<file path="src/rtl/txo_pkg.sv">
package txo_pkg;
  localparam int ST_W = 3;
  typedef enum logic [ST_W-1:0] {
    ST_UNINIT = 3'd0,
    ST_HIGH   = 3'd1,
    ST_LOW    = 3'd2,
    ST_READY  = 3'd3,
    ST_DONE   = 3'd4
  } own_st_e;
endpackage

</file>
<file path="src/rtl/txo_rule.sv">
module txo_rule
  import txo_pkg::*;
#(
  parameter bit IS_UPPER = 1'b1
) (
  input  logic [ST_W-1:0] cur_st,
  input  logic [ST_W-1:0] tgt_st,
  input  logic            room,
  output logic            legal
);
  generate
    if (IS_UPPER) begin : g_up
      always_comb begin
        legal = 1'b0;
        if (cur_st == ST_UNINIT && tgt_st == ST_HIGH)       legal = 1'b1;
        else if (cur_st == ST_HIGH && tgt_st == ST_READY)   legal = room;
        else if (cur_st == ST_DONE && tgt_st == ST_HIGH)    legal = 1'b1;
      end
    end else begin : g_lo
      always_comb begin
        legal = 1'b0;
        if (cur_st == ST_READY && tgt_st == ST_LOW)         legal = 1'b1;
        else if (cur_st == ST_LOW && tgt_st == ST_DONE)     legal = 1'b1;
      end
    end
  endgenerate
endmodule

</file>
<file path="src/rtl/txo_occupancy.sv">
module txo_occupancy
  import txo_pkg::*;
#(
  parameter int NUM_BUF = 8,
  parameter int CNT_W   = $clog2(NUM_BUF + 1)
) (
  input  logic [NUM_BUF*ST_W-1:0] state_flat,
  output logic [CNT_W-1:0]        busy_cnt
);
  always_comb begin
    busy_cnt = '0;
    for (int i = 0; i < NUM_BUF; i++) begin
      if (state_flat[i*ST_W +: ST_W] == ST_READY ||
          state_flat[i*ST_W +: ST_W] == ST_LOW)
        busy_cnt = busy_cnt + 1'b1;
    end
  end
endmodule

</file>
<file path="src/rtl/txo_state_bank.sv">
module txo_state_bank
  import txo_pkg::*;
#(
  parameter int NUM_BUF = 8,
  parameter int IDX_W   = $clog2(NUM_BUF)
) (
  input  logic                    clk,
  input  logic                    rst_n,
  input  logic                    lo_we,
  input  logic [IDX_W-1:0]        lo_idx,
  input  logic [ST_W-1:0]         lo_tgt,
  input  logic                    up_we,
  input  logic [IDX_W-1:0]        up_idx,
  input  logic [ST_W-1:0]         up_tgt,
  output logic [NUM_BUF*ST_W-1:0] state_flat
);
  for (genvar i = 0; i < NUM_BUF; i++) begin : g_buf
    logic [ST_W-1:0] st_q;
    always_ff @(posedge clk) begin
      if (!rst_n)                                   st_q <= ST_UNINIT;
      else if (lo_we && lo_idx == IDX_W'(i))        st_q <= lo_tgt;
      else if (up_we && up_idx == IDX_W'(i))        st_q <= up_tgt;
    end
    assign state_flat[i*ST_W +: ST_W] = st_q;
  end
endmodule

</file>
<file path="src/rtl/txbuf_owner_tracker.sv">
module txbuf_owner_tracker
  import txo_pkg::*;
#(
  parameter int NUM_BUF   = 8,
  parameter int LOW_LIMIT = 2,
  localparam int IDX_W    = $clog2(NUM_BUF),
  localparam int CNT_W    = $clog2(NUM_BUF + 1)
) (
  input  logic                    clk,
  input  logic                    rst_n,
  input  logic                    up_req_valid,
  output logic                    up_req_ready,
  input  logic [IDX_W-1:0]        up_req_idx,
  input  logic [ST_W-1:0]         up_req_tgt,
  output logic                    up_rsp_valid,
  output logic                    up_rsp_ok,
  input  logic                    lo_req_valid,
  output logic                    lo_req_ready,
  input  logic [IDX_W-1:0]        lo_req_idx,
  input  logic [ST_W-1:0]         lo_req_tgt,
  output logic                    lo_rsp_valid,
  output logic                    lo_rsp_ok,
  output logic                    ready_pulse,
  output logic [IDX_W-1:0]        ready_idx,
  output logic                    done_pulse,
  output logic [IDX_W-1:0]        done_idx,
  output logic                    err_flag,
  output logic [NUM_BUF*ST_W-1:0] buf_state
);
  logic [CNT_W-1:0] busy_cnt;
  logic             room;
  logic [ST_W-1:0]  up_cur, lo_cur;
  logic             up_legal, lo_legal;
  logic             up_fire, up_we, lo_we;

  // lower side wins a same-buffer collision; upper is held off one cycle
  assign lo_req_ready = rst_n;
  assign up_req_ready = !(lo_req_valid && lo_req_idx == up_req_idx);
  assign up_fire      = up_req_valid && up_req_ready;

  assign up_cur = buf_state[up_req_idx*ST_W +: ST_W];
  assign lo_cur = buf_state[lo_req_idx*ST_W +: ST_W];
  assign room   = busy_cnt < CNT_W'(LOW_LIMIT);

  txo_occupancy #(.NUM_BUF(NUM_BUF), .CNT_W(CNT_W)) occ_i (
    .state_flat (buf_state),
    .busy_cnt   (busy_cnt)
  );

  txo_rule #(.IS_UPPER(1'b1)) up_rule_i (
    .cur_st (up_cur), .tgt_st (up_req_tgt), .room (room), .legal (up_legal)
  );

  txo_rule #(.IS_UPPER(1'b0)) lo_rule_i (
    .cur_st (lo_cur), .tgt_st (lo_req_tgt), .room (room), .legal (lo_legal)
  );

  assign up_we = up_fire && up_legal;
  assign lo_we = lo_req_valid && lo_legal;

  txo_state_bank #(.NUM_BUF(NUM_BUF), .IDX_W(IDX_W)) bank_i (
    .clk        (clk),
    .rst_n      (rst_n),
    .lo_we      (lo_we),
    .lo_idx     (lo_req_idx),
    .lo_tgt     (lo_req_tgt),
    .up_we      (up_we),
    .up_idx     (up_req_idx),
    .up_tgt     (up_req_tgt),
    .state_flat (buf_state)
  );

  always_ff @(posedge clk) begin
    if (!rst_n) begin
      up_rsp_valid <= 1'b0;
      up_rsp_ok    <= 1'b0;
      lo_rsp_valid <= 1'b0;
      lo_rsp_ok    <= 1'b0;
      ready_pulse  <= 1'b0;
      ready_idx    <= '0;
      done_pulse   <= 1'b0;
      done_idx     <= '0;
      err_flag     <= 1'b0;
    end else begin
      up_rsp_valid <= up_fire;
      up_rsp_ok    <= up_we;
      lo_rsp_valid <= lo_req_valid;
      lo_rsp_ok    <= lo_we;
      ready_pulse  <= up_we && up_req_tgt == ST_READY;
      ready_idx    <= up_req_idx;
      done_pulse   <= lo_we && lo_req_tgt == ST_DONE;
      done_idx     <= lo_req_idx;
      err_flag     <= err_flag || (up_fire && !up_legal) ||
                      (lo_req_valid && !lo_legal);
    end
  end
endmodule

</file>
<file path="config.mk">
export PLATFORM = sky130hd
export DESIGN_NAME = txbuf_owner_tracker
export DESIGN_NICKNAME = d
export VERILOG_FILES = /design/src/rtl/txo_pkg.sv /design/src/rtl/txo_rule.sv /design/src/rtl/txo_occupancy.sv /design/src/rtl/txo_state_bank.sv /design/src/rtl/txbuf_owner_tracker.sv
export SDC_FILE = /design/constraint.sdc
export NUM_CORES = 1
export LEC_CHECK = 0
export ABC_AREA = 1
export BUFFER_PORTS_ARGS = -buffer_cell sky130_fd_sc_hd__buf_4
export CAP_MARGIN = 20
export CORE_MARGIN = 2
export CORE_UTILIZATION = 49
export CTS_BUF_LIST = sky130_fd_sc_hd__clkbuf_8
export DETAILED_ROUTE_END_ITERATION = 10
export PLACE_DENSITY = 0.76
export SKIP_CTS_REPAIR_TIMING = 1
export SLEW_MARGIN = 10
export SYNTH_ARGS = -nofsm -noshare
export SYNTH_HDL_FRONTEND = slang
export SYNTH_HIERARCHICAL = 1
export SYNTH_SLANG_ARGS = --single-unit
export TNS_END_PERCENT = 20
</file>
<file path="constraint.sdc">
create_clock -name clk -period 8.27 [get_ports clk]
set_clock_uncertainty 0.1 [all_clocks]
set_input_delay 0.4135 -clock clk [delete_from_list [all_inputs] [get_ports clk]]
set_output_delay 0.4135 -clock clk [all_outputs]
set_load 0.03 [all_outputs]
</file>
After elaboration in Yosys (flattened, before gate mapping)
Index checks and enable logic that the tools add are counted.
{"block": "word_totals", "ff_bits": 37, "latchBits": 0, "ram_bits": 0, "rom_bits": 0, "in_bits": 16, "output_inout_bits": 39, "word_cells": 150, "mem_count": 0}
{"block": "op_classes", "addsub": 7, "n_mul": 2, "div": 0, "magnitude_cmp": 1, "n_eq_ne": 39, "n_shift": 2, "mux": 29, "bitwise_logic": 0, "reduce_logical": 53}
{"cell": "== test 3 x 2 -> 1 bit (second input constant)", "n": 24}
{"cell": "two-way mux 3 bit", "n": 16}
{"cell": "variable part select 24 x 6 -> 3 bit", "n": 2}
{"cell": "== test 3 bit (second input constant)", "n": 10}
{"cell": "logical AND 1 bit", "n": 29}
{"cell": "two-way mux 4 bit", "n": 7}
{"cell": "adder 4 x 1 -> 4 bit (second input constant)", "n": 6}
{"cell": "nonzero test 2 bit", "n": 8}
{"cell": "== test 3 x 1 -> 1 bit (second input constant)", "n": 4}
{"cell": "logical OR 1 bit", "n": 10}
{"cell": "multiplier 3 x 2 -> 5 bit (second input constant)", "n": 2}
{"cell": "logical NOT 3 bit", "n": 3}
{"cell": "two-way mux 1 bit", "n": 6}
{"cell": "less-than comparator 4 x 2 -> 1 bit (second input constant)", "n": 1}
{"cell": "== test 3 bit", "n": 1}
{"cell": "logical NOT 1 bit", "n": 3}
{"cell": "adder 1 x 1 -> 2 bit (second input constant)", "n": 1}

Logic depth before layout (Yosys ltp)
Gate-level depths: netlist (run 1).
{"block": "depth", "word_depth": 24, "ltp_mapped": 39, "depth_no_buf": 39}

Cells and area by module
Netlist (run 1), hierarchy kept.
{"mod": "txo_state_bank", "instances": 1, "cells_per_inst": 230, "area_per_inst_um2": 1383.8, "seq_area_each_um2": 480.5}
{"mod": "txbuf_owner_tracker", "instances": 1, "cells_per_inst": 156, "area_per_inst_um2": 925.9, "seq_area_each_um2": 260.2}
{"mod": "txo_occupancy", "instances": 1, "cells_per_inst": 144, "area_per_inst_um2": 827.0, "seq_area_each_um2": 0.0}
{"mod": "txo_rule (up_rule_i)", "instances": 1, "cells_per_inst": 11, "area_per_inst_um2": 46.3, "seq_area_each_um2": 0.0}
{"mod": "txo_rule (lo_rule_i)", "instances": 1, "cells_per_inst": 8, "area_per_inst_um2": 37.5, "seq_area_each_um2": 0.0}

Least setup slack after synthesis (run 1)
No wires, ideal clock.
{"block": "synth_path", "kind": "register -> register", "startpoint": "reg bank_i.g_buf[0].st_q[1]", "endpoint": "reg bank_i.g_buf[7].st_q[2]", "setup_ns": 0.109, "t_arrival_ns": 4.630, "required_time_ns": 8.061, "slack_ns": 3.431, "stages_incl_launch_ff": 34, "n_path_buf": 0, "period_less_slack_ns": 4.839, "cell_sequence": "dfxtp_1 > nand2_1 > ha_1 > nand3_2 > nand3_2 > clkinv_1 > nand2_1 > nand3_1 > ha_1 > or2_0 > nand3_1 > nand3_1 > nand2_1 > ha_1 > or2_2 > nand2_1 > inv_1 > ha_1 > nand2_1 > o21ai_0 > nor3_1 > nand3_1 > nand2_1 > inv_1 > nor2_1 > inv_1 > nor2_1 > nand2_1 > nor2_1 > nor2_1 > nand2_1 > nand3_1 > nand2_1 > inv_1"}
{"block": "synth_via", "elab_chain_len": 23, "elab_cells_between_ends": 42, "cone_classes": "7 x add/sub; 1 x order compare; 6 x eq/ne; 2 x shift; 14 x mux; 12 x reduce/logical"}
{"item": "start: declaration", "line_no": "txo_state_bank.sv:18", "text": "logic [ST_W-1:0] st_q;"}
{"item": "start signal: assignment", "line_no": "txo_state_bank.sv:21", "text": "else if (lo_we && lo_idx == IDX_W'(i)) st_q <= lo_tgt;"}
{"item": "start signal: assignment", "line_no": "txo_state_bank.sv:22", "text": "else if (up_we && up_idx == IDX_W'(i)) st_q <= up_tgt;"}
{"item": "== test 3 x 2 -> 1 bit, on equally long branches", "line_no": "txo_occupancy.sv:13, txo_occupancy.sv:14"}
{"item": "logical OR 1 bit *", "line_no": "txo_occupancy.sv:13", "text": "if (state_flat[i*ST_W +: ST_W] == ST_READY ||"}
{"item": "two-way mux 1 bit *", "line_no": "txo_occupancy.sv:13"}
{"item": "adder 1 x 1 -> 2 bit", "line_no": "txo_occupancy.sv:15", "text": "busy_cnt = busy_cnt + 1'b1;"}
{"item": "two-way mux 4 bit *", "line_no": "txo_occupancy.sv:13"}
{"item": "adder 4 x 1 -> 4 bit", "line_no": "txo_occupancy.sv:15"}
{"item": "two-way mux 4 bit *", "line_no": "txo_occupancy.sv:13"}
{"item": "adder 4 x 1 -> 4 bit", "line_no": "txo_occupancy.sv:15"}
{"item": "[... 9 more ...]"}
{"item": "named net busy_cnt[1]", "line_no": "txbuf_owner_tracker.sv:30", "text": "logic [CNT_W-1:0] busy_cnt;"}
{"item": "[... 1 more ...]"}
{"item": "named net room", "line_no": "txbuf_owner_tracker.sv:31", "text": "logic room;"}
{"item": "two-way mux 1 bit *", "line_no": "txo_rule.sv:16", "text": "else if (cur_st == ST_HIGH && tgt_st == ST_READY) legal = room;"}
{"item": "two-way mux 1 bit *", "line_no": "txo_rule.sv:15", "text": "if (cur_st == ST_UNINIT && tgt_st == ST_HIGH) legal = 1'b1;"}
{"item": "named net up_legal", "line_no": "txbuf_owner_tracker.sv:33", "text": "logic up_legal, lo_legal;"}
{"item": "logical AND 1 bit *", "line_no": "txbuf_owner_tracker.sv:58", "text": "assign up_we = up_fire && up_legal;"}
{"item": "named net up_we", "line_no": "txbuf_owner_tracker.sv:34", "text": "logic up_fire, up_we, lo_we;"}
{"item": "logical AND 1 bit *", "line_no": "txo_state_bank.sv:22"}
{"item": "nonzero test 2 bit (no source line) *"}
{"item": "end signal: assignment", "line_no": "txo_state_bank.sv:21"}
{"item": "end signal: assignment", "line_no": "txo_state_bank.sv:22"}
{"item": "end: declaration", "line_no": "txo_state_bank.sv:18"}
Mark *: on every way through the listed nets, which the timed path passes. The rest lies on a longest branch.
A chain may end at the register's enable or synchronous reset.

Worst setup path in the final report (run 1)
{"block": "layout_path", "startpoint": "reg bank_i.g_buf[0].st_q[1]", "endpoint": "reg bank_i.g_buf[0].st_q[2]"}
{"block": "layout_via", "elab_chain_len": 23, "elab_cells_between_ends": 42, "cone_classes": "7 x add/sub; 1 x order compare; 6 x eq/ne; 2 x shift; 14 x mux; 12 x reduce/logical"}
{"item": "== test 3 x 2 -> 1 bit, on equally long branches", "line_no": "txo_occupancy.sv:13, txo_occupancy.sv:14"}
{"item": "logical OR 1 bit *", "line_no": "txo_occupancy.sv:13"}
{"item": "two-way mux 1 bit *", "line_no": "txo_occupancy.sv:13"}
{"item": "adder 1 x 1 -> 2 bit", "line_no": "txo_occupancy.sv:15"}
{"item": "two-way mux 4 bit *", "line_no": "txo_occupancy.sv:13"}
{"item": "adder 4 x 1 -> 4 bit", "line_no": "txo_occupancy.sv:15"}
{"item": "two-way mux 4 bit *", "line_no": "txo_occupancy.sv:13"}
{"item": "adder 4 x 1 -> 4 bit", "line_no": "txo_occupancy.sv:15"}
{"item": "[... 9 more ...]"}
{"item": "named net busy_cnt[1]", "line_no": "txbuf_owner_tracker.sv:30"}
{"item": "[... 1 more ...]"}
{"item": "named net room", "line_no": "txbuf_owner_tracker.sv:31"}
{"item": "two-way mux 1 bit *", "line_no": "txo_rule.sv:16"}
{"item": "two-way mux 1 bit *", "line_no": "txo_rule.sv:15"}
{"item": "named net up_legal", "line_no": "txbuf_owner_tracker.sv:33"}
{"item": "logical AND 1 bit *", "line_no": "txbuf_owner_tracker.sv:58"}
{"item": "named net up_we", "line_no": "txbuf_owner_tracker.sv:34"}
{"item": "logical AND 1 bit *", "line_no": "txo_state_bank.sv:22"}
{"item": "nonzero test 2 bit (no source line) *"}
Marked as above.

==> metrics.md, run 1 <==
| Metric | Value |
|---|---|
| Outcome | `completed` |
| Worst Setup EP | `bank_i/g_buf[0].st_q[2]` |
| I/O pins | `55` |
| Die H | `84.98 µm` |
| Critical path required time | `8.34 ns` |
| Min Tclk post-route | `around 5.4 ns` |
| First-pass GRT wire length | `15110 µm` |
| PwrDens | `between 100 and 150 nW/µm²` |
| # fillers | `~630` |
| Pins Over Slew Limit | `0` |
| Post-route setup TNS | `0 ns` |
| CP startpoint | `bank_i/g_buf[0].st_q[1]` |
| Final setup vio count | `0` |
| Fmax | `between 150 and 200 MHz` |
| Starting Density | `roughly half` |
| Max Cap Viol | `0` |
| Syn avg cell area | `5.874 µm²` |
| DRC violations left | `0` |
| R2R Path End | `bank_i/g_buf[0].st_q[2]` |
| Final Instance Area | `3737 µm²` |
| Core area | `6350 µm²` |
| Mapped Cells | `~550` |
| Crit-path max FO | `6` |
| Die ar. | `between 7000 and 8000 µm²` |
| Worst Max-Slew Pin Slew | `0.5393 ns` |
| Placed inst area | `3647 µm²` |
| Port Buffer Count | `54` |
| CTS max path bufs | `2` |
| Maximum ir drop on the vdd rail | `around 99 µV` |
| CTS tree | `built` |
| Crit. End Element | `flip-flop` |
| Largest stage delay, worst path | `0.45 ns` |
| Total CTS buffers | `5` |
| Largest net degree at the start of global routing | `28` |
| GP Congestion | `0.9023` |
| Post-route ant nets | `0` |
| Htree depth | `2` |
| Wire length per cell | `13.40 µm` |
| Final #Nets | `621` |
| GRT Total Usage | `approximately a quarter` |
| Router iterations before antenna repair | `4` |
| Via-per-instance ratio | `~5.3` |
| Initial detailed-routing violation count | `272` |
| Slowest CP cell | `dfxtp_1` |
| Die W | `84.98 µm` |
| Reg2reg start | `bank_i/g_buf[0].st_q[1]` |
| Row cnt | `29` |
| DP Wirelength | `7123 µm` |
| Crit-path most repeated cell | `nand2_1` |
| Max-slew headroom | `a little under two thirds` |
| N_diodes | `0` |
| Clock sinks | `37` |
| Routed vias | `3610` |
| R2r setup slk | `between 2 and 3 ns` |
| Final WL | `9071 µm` |
| Total gr overflow | `0` |
| Vias in the first global route | `3303` |
| Cells on worst reg2reg path | `33` |
| Final period utilization | `64.80%` |
| YS warnings | `6` |
| Area Growth Syn to Fin | `16.32%` |
| CP Data Arrival Time | `between 5 and 6 ns` |
| Static Leak | `1.911 nW` |
| Syn_nets | `569` |
| Clock root buffer | `clkbuf_8` |
| Mapped Area | `3213 µm²` |
| Worst-skew pair later-pin latency | `~0.31 ns` |
| Startpoint types | `flip-flop` |
| Initial antenna violation count | `0` |
| Crit Path Class | `reg -> reg` |
| RSZ-0062 raised after global routing | `false` |
| Layout cells sized above 1 | `21.67%` |
| Type of the most critical hold path | `in -> reg` |
| Clk slew on worst S/H paths | `0.08 ns` |
| Hold Vio Cnt, Final | `0` |
-- sequential cells by signal (all words and copies together) (netlist names) --
register,flops
up_rsp_ok,1
up_rsp_valid,1
done_idx,3
lo_rsp_valid,1
lo_rsp_ok,1
ready_pulse,1
bank_i/g_buf.st_q,24
done_pulse,1
ready_idx,3
err_flag,1
-- cell usage in the layout, fill, tap and decap left out, types with 5 or more instances in the layout --
| master | instances |
|---|---|
| inv_2 | 8 |
| nor2_2 | 9 |
| nand2_4 | 6 |
| ha_1 | 6 |
| nand2_1 | 155 |
| o21ai_0 | 39 |
| nor2_4 | 5 |
| a21oi_1 | 32 |
| nand3_1 | 63 |
| nand3_2 | 10 |
| buf_4 | 54 |
| dfxtp_1 | 37 |
| inv_1 | 81 |
| clkbuf_8 | 5 |
| nor2_1 | 44 |
| nand2_2 | 21 |
-- area by class of cell --
| class | count | area (µm²) | share of cell area [%] |
|---|---|---|---|
| multi-input combinational | 409 | 2059 | 55.11 |
| sequential | 37 | 740.7 | 19.82 |
| timing repair buffer | 54 | 405.4 | 10.85 |
| inverter | 92 | 345.3 | 9.240 |
| tap | 77 | 96.34 | 2.578 |
| clock buffer | 5 | 68.82 | 1.841 |
| clock inverter | 3 | 21.27 | 0.5691 |
-- where the power goes --
part	leakage, nW	switching (mW)	internal (mW)
Combinational	1.57	0.0499	0.0228
Clock	0.0445	0.0731	0.0598
Sequential	0.301	0.00183	0.181
-- worst min path at each step --
stage | endpoint | startpoint | slack (ns) | cells past startpoint
2_1_floorplan | done_idx[2] | lo_req_idx[2] | 0.41 | 2
3_3_place_gp | bank_i/g_buf[1].st_q[1] | bank_i/g_buf[1].st_q[1] | 0.40 | 2
3_5_place_dp | bank_i/g_buf[1].st_q[1] | bank_i/g_buf[1].st_q[1] | 0.41 | 2
4_1_cts | lo_rsp_valid | lo_req_valid | 0.24 | 3
5_1_grt | lo_rsp_valid | lo_req_valid | 0.28 | 3
6_report | lo_rsp_valid | lo_req_valid | 0.24 | 3
-- layer usage --
metal | vias up | part of all wire, % | track usage [%]
li1 | 1834 | - | -
met4 | 0 | 3.2 | 11.11
met2 | 125 | 48 | 42.97
met5 | - | 0 | 0
met3 | 30 | 6.3 | 4.475
met1 | 1621 | 42 | 32.16
-- worst max-delay path: cells and delay by family (launching register included) --
| kind | cells | cell delay (ns) |
|---|---|---|
| flip-flops | 1 | 0.45 |
| AO/OA/AOI/OAI | 2 | 0.13 |
| buffers and inverters | 6 | 0.35 |
| adder cells (fa/ha/maj) | 4 | 1.14 |
| AND/OR/NAND/NOR | 21 | 3.04 |
-- metrics by stage --
step	worst slack, ns	hold slack [ns]	total power [mW]	utilization [%]	instances
CTS	2.942	0.2442	0.3891	58.86	677
global route	2.427	0.2766	0.4076	58.86	677
global placement	3.171	0.4005	0.2579	57.44	669
finish	2.911	0.2439	0.3888	58.86	677
detailed placement	2.991	0.4081	0.2590	57.44	669
floorplan	3.433	0.4070	0.2334	-	547
No activity file was read; power rests on OpenSTA's default activity.
==> run 2, diff against run 1 <==
Settings changed: ABC_AREA 1 to 0, PLACE_DENSITY 0.76 to 0.8.
Clock period 8.27 ns to 4.57 ns, I/O delays scaled along.
==> metrics.md, run 2 <==
| Metric | Value |
|---|---|
| Outcome | `completed` |
| Most common cell after layout, fill and taps aside | `buf_4` |
| R2r setup slk | `0.13 ns (-2.78 ns)` |
| Starting Density | `50.76% (+0.16 points)` |
| GP Congestion | `0.8609 (-4.6%)` |
| Routed vias | `2517 (-30%)` |
| CTS max path bufs | `2 (unchanged)` |
| Largest register FFs | `24 (unchanged)` |
| YS warnings | `6 (unchanged)` |
| Reg2reg start | `bank_i/g_buf[1].st_q[1]` |
| Hold_sp | `lo_req_valid` |
| N_diodes | `0 (unchanged)` |
| DP Wirelength | `5248 µm (-26%)` |
| Clk slew on worst S/H paths | `0.07 ns (about the same)` |
| Mapped Cells | `274 (-50%)` |
| Largest net degree at the start of global routing | `39 (+39%)` |
| Top flop regs | `bank_i/g_buf.st_q x24, done_idx x3, ready_idx x3` |
| Crit-path max FO | `8 (+2)` |
| Hold path endpoint | `lo_rsp_valid` |
| CTS tree | `built` |
| Slowest CP cell | `dfxtp_4` |
| Die W | `79.53 µm (-6.4%)` |
| Hold Vio Cnt, Final | `0 (unchanged)` |
| Crit Path Class | `reg -> reg` |
| Area Growth Syn to Fin | `28.74%` |
| Initial detailed-routing violation count | `147 (-46%)` |
| Fmax | `225.3 MHz (+21%)` |
| Final #Nets | `365 (-41%)` |
| Layout cells sized above 1 | `39.53% (+18 points)` |
| Total gr overflow | `0 (unchanged)` |
| Wire length per cell | `18.25 µm (+36%)` |
| Router iterations before antenna repair | `4 (unchanged)` |
| First-pass GRT wire length | `11470 µm (-24%)` |
| Crit. End Element | `flip-flop` |
| Top reg by flops | `bank_i/g_buf.st_q` |
| PwrDens | `178.6 nW/µm² (+72%)` |
| Vias in the first global route | `2320 (-30%)` |
| Via-per-instance ratio | `6.050 (+13%)` |
| Clock sinks | `37 (unchanged)` |
| Type of the most critical hold path | `in -> reg` |
| Die ar. | `6324 µm² (-12%)` |
| Final period utilization | `97.13% (+32 points)` |
| Hold Path Depth | `2 (-1)` |
| GRT Total Usage | `23.17% (-2.4 points)` |
| Worst Max-Slew Pin Slew | `0.6061 ns (+0.06673 ns)` |
| Max-slew headroom | `59.35% (-4.5 points)` |
| Initial antenna violation count | `0 (unchanged)` |
| Cells on worst reg2reg path | `22 (-33%)` |
| Post-route ant nets | `0 (unchanged)` |
| Row cnt | `27 (-6.9%)` |
| Final setup vio count | `0 (unchanged)` |
| Max Cap Viol | `0 (unchanged)` |
| I/O pins | `55 (unchanged)` |
| Static Leak | `1.587 nW (-17%)` |
| Clock root buffer | `clkbuf_8` |
| Maximum ir drop on the vdd rail | `180.4 µV (+83%)` |
| # fillers | `429 (-31%)` |
| Critical path required time | `4.63 ns (-3.71 ns)` |
| Mapped Area | `2795 µm² (-13%)` |
| CP Data Arrival Time | `4.50 ns (-0.93 ns)` |
| Final Core Density | `65.35% (+6.5 points)` |
| Port Buffer Count | `54 (unchanged)` |
| RSZ-0062 raised after global routing | `true` |
| Worst-skew pair later-pin latency | `0.29 ns (-0.02 ns)` |
| Syn_nets | `296 (-48%)` |
| Min Tclk post-route | `4.439 ns (-0.9207 ns)` |
| Htree depth | `2 (unchanged)` |
| Startpoint types | `flip-flop` |
| R2R Path End | `bank_i/g_buf[2].st_q[1]` |
| Core area | `5507 µm² (-13%)` |
| DRC violations left | `0 (unchanged)` |
| Final hold slack | `0.08871 ns (-0.1551 ns)` |
| Total power | `642.8 µW (+65%)` |
| Syn avg cell area | `10.20 µm² (+74%)` |
| Pins Over Slew Limit | `0 (unchanged)` |
| Die H | `79.53 µm (-6.4%)` |
| Total CTS buffers | `5 (unchanged)` |
| Largest stage delay, worst path | `0.35 ns (-0.10 ns)` |
| Most frequent cells in the layout | `74 x buf_4, 31 x dfxtp_1, 28 x a21oi_1, 25 x mux2i_1, 22 x o21ai_0` |
| Final WL | `7594 µm (-16%)` |
| Cells along the critical path | `nor2b_4, inv_1, ha_4, mux2i_2, xnor2_2, a21o_1, ha_4, xnor2_2, nor3_2, nor3_2, ha_1, nand2_2, o41ai_4, ha_1, mux2_4, nor3_4, and4b_1, o211a_1, and2_4, and4bb_2, mux2i_1, a21oi_1` |
## run 2: changes by cell type in the layout (fill, tap and decap cells not counted), sizes merged, moves of 23 or more
cell   before  now
inv        90    9
nor2       58    8
buf        54   77
nand3      73    3
mux2i       0   26
nand2     182    6
## run 2: routing by layer
metal / share of wire, % / track usage [%]
met5: 0 / 0
met4: 1.2 / 6.724
met2: 51 / 38.99
met1: 42 / 30.27
met3: 5.8 / 4.186
## run 2: how the worst max path moves through the flow
stage                                  from                       to  slack, ns  cells after the start
global placement    bank_i/g_buf[0].st_q[1]  bank_i/g_buf[0].st_q[2]       0.02                     21
finish              bank_i/g_buf[1].st_q[1]  bank_i/g_buf[2].st_q[1]       0.13                     22
detailed placement  bank_i/g_buf[0].st_q[1]  bank_i/g_buf[0].st_q[1]      -0.17                     21
global route        bank_i/g_buf[0].st_q[1]  bank_i/g_buf[0].st_q[1]      -0.11                     22
CTS                 bank_i/g_buf[0].st_q[1]  bank_i/g_buf[0].st_q[1]      -0.20                     21
floorplan           bank_i/g_buf[0].st_q[1]  bank_i/g_buf[0].st_q[2]       0.03                     22
## run 2: where the power goes
| part | leakage (nW) | switching, mW | internal, mW | total (mW) |
|---|---|---|---|---|
| logic | 1.23 | 0.0592 | 0.0412 | 0.100 |
| registers | 0.304 | 0.00254 | 0.327 | 0.329 |
| clock network | 0.0519 | 0.111 | 0.102 | 0.213 |
| total | 1.59 | 0.173 | 0.470 | 0.643 |
## run 2: final cells by class
cell class	count	area [µm²]	area share, %
Multi-Input combinational cell	216	2063	57.34
Sequential cell	37	753.2	20.93
Timing Repair Buffer	77	589.3	16.38
Tap cell	72	90.09	2.503
Clock buffer	5	68.82	1.912
Inverter	6	22.52	0.6259
Clock inverter	3	11.26	0.3129
## run 2: worst max-delay path, delay by kind of cell, from the launching register on
family	cells	cell delay, ns
xor+xnor	2	0.22
compound gates	4	0.52
buf+inv	1	0.08
flops	1	0.35
mux	3	0.69
simple gates	8	1.34
fa+ha+maj	4	1.00
## run 2: metrics by stage
stage	TNS [ns]	instances	instance area (µm²)	setup WS (ns)
after floorplan	0	274	2840	0.03455
after global placement	0	399	3349	0.02050
after detailed placement	-2.901	399	3349	-0.1723
after CTS	-3.578	407	3430	-0.1961
after global routing	-1.082	416	3598	-0.1094
final	0	416	3598	0.1313
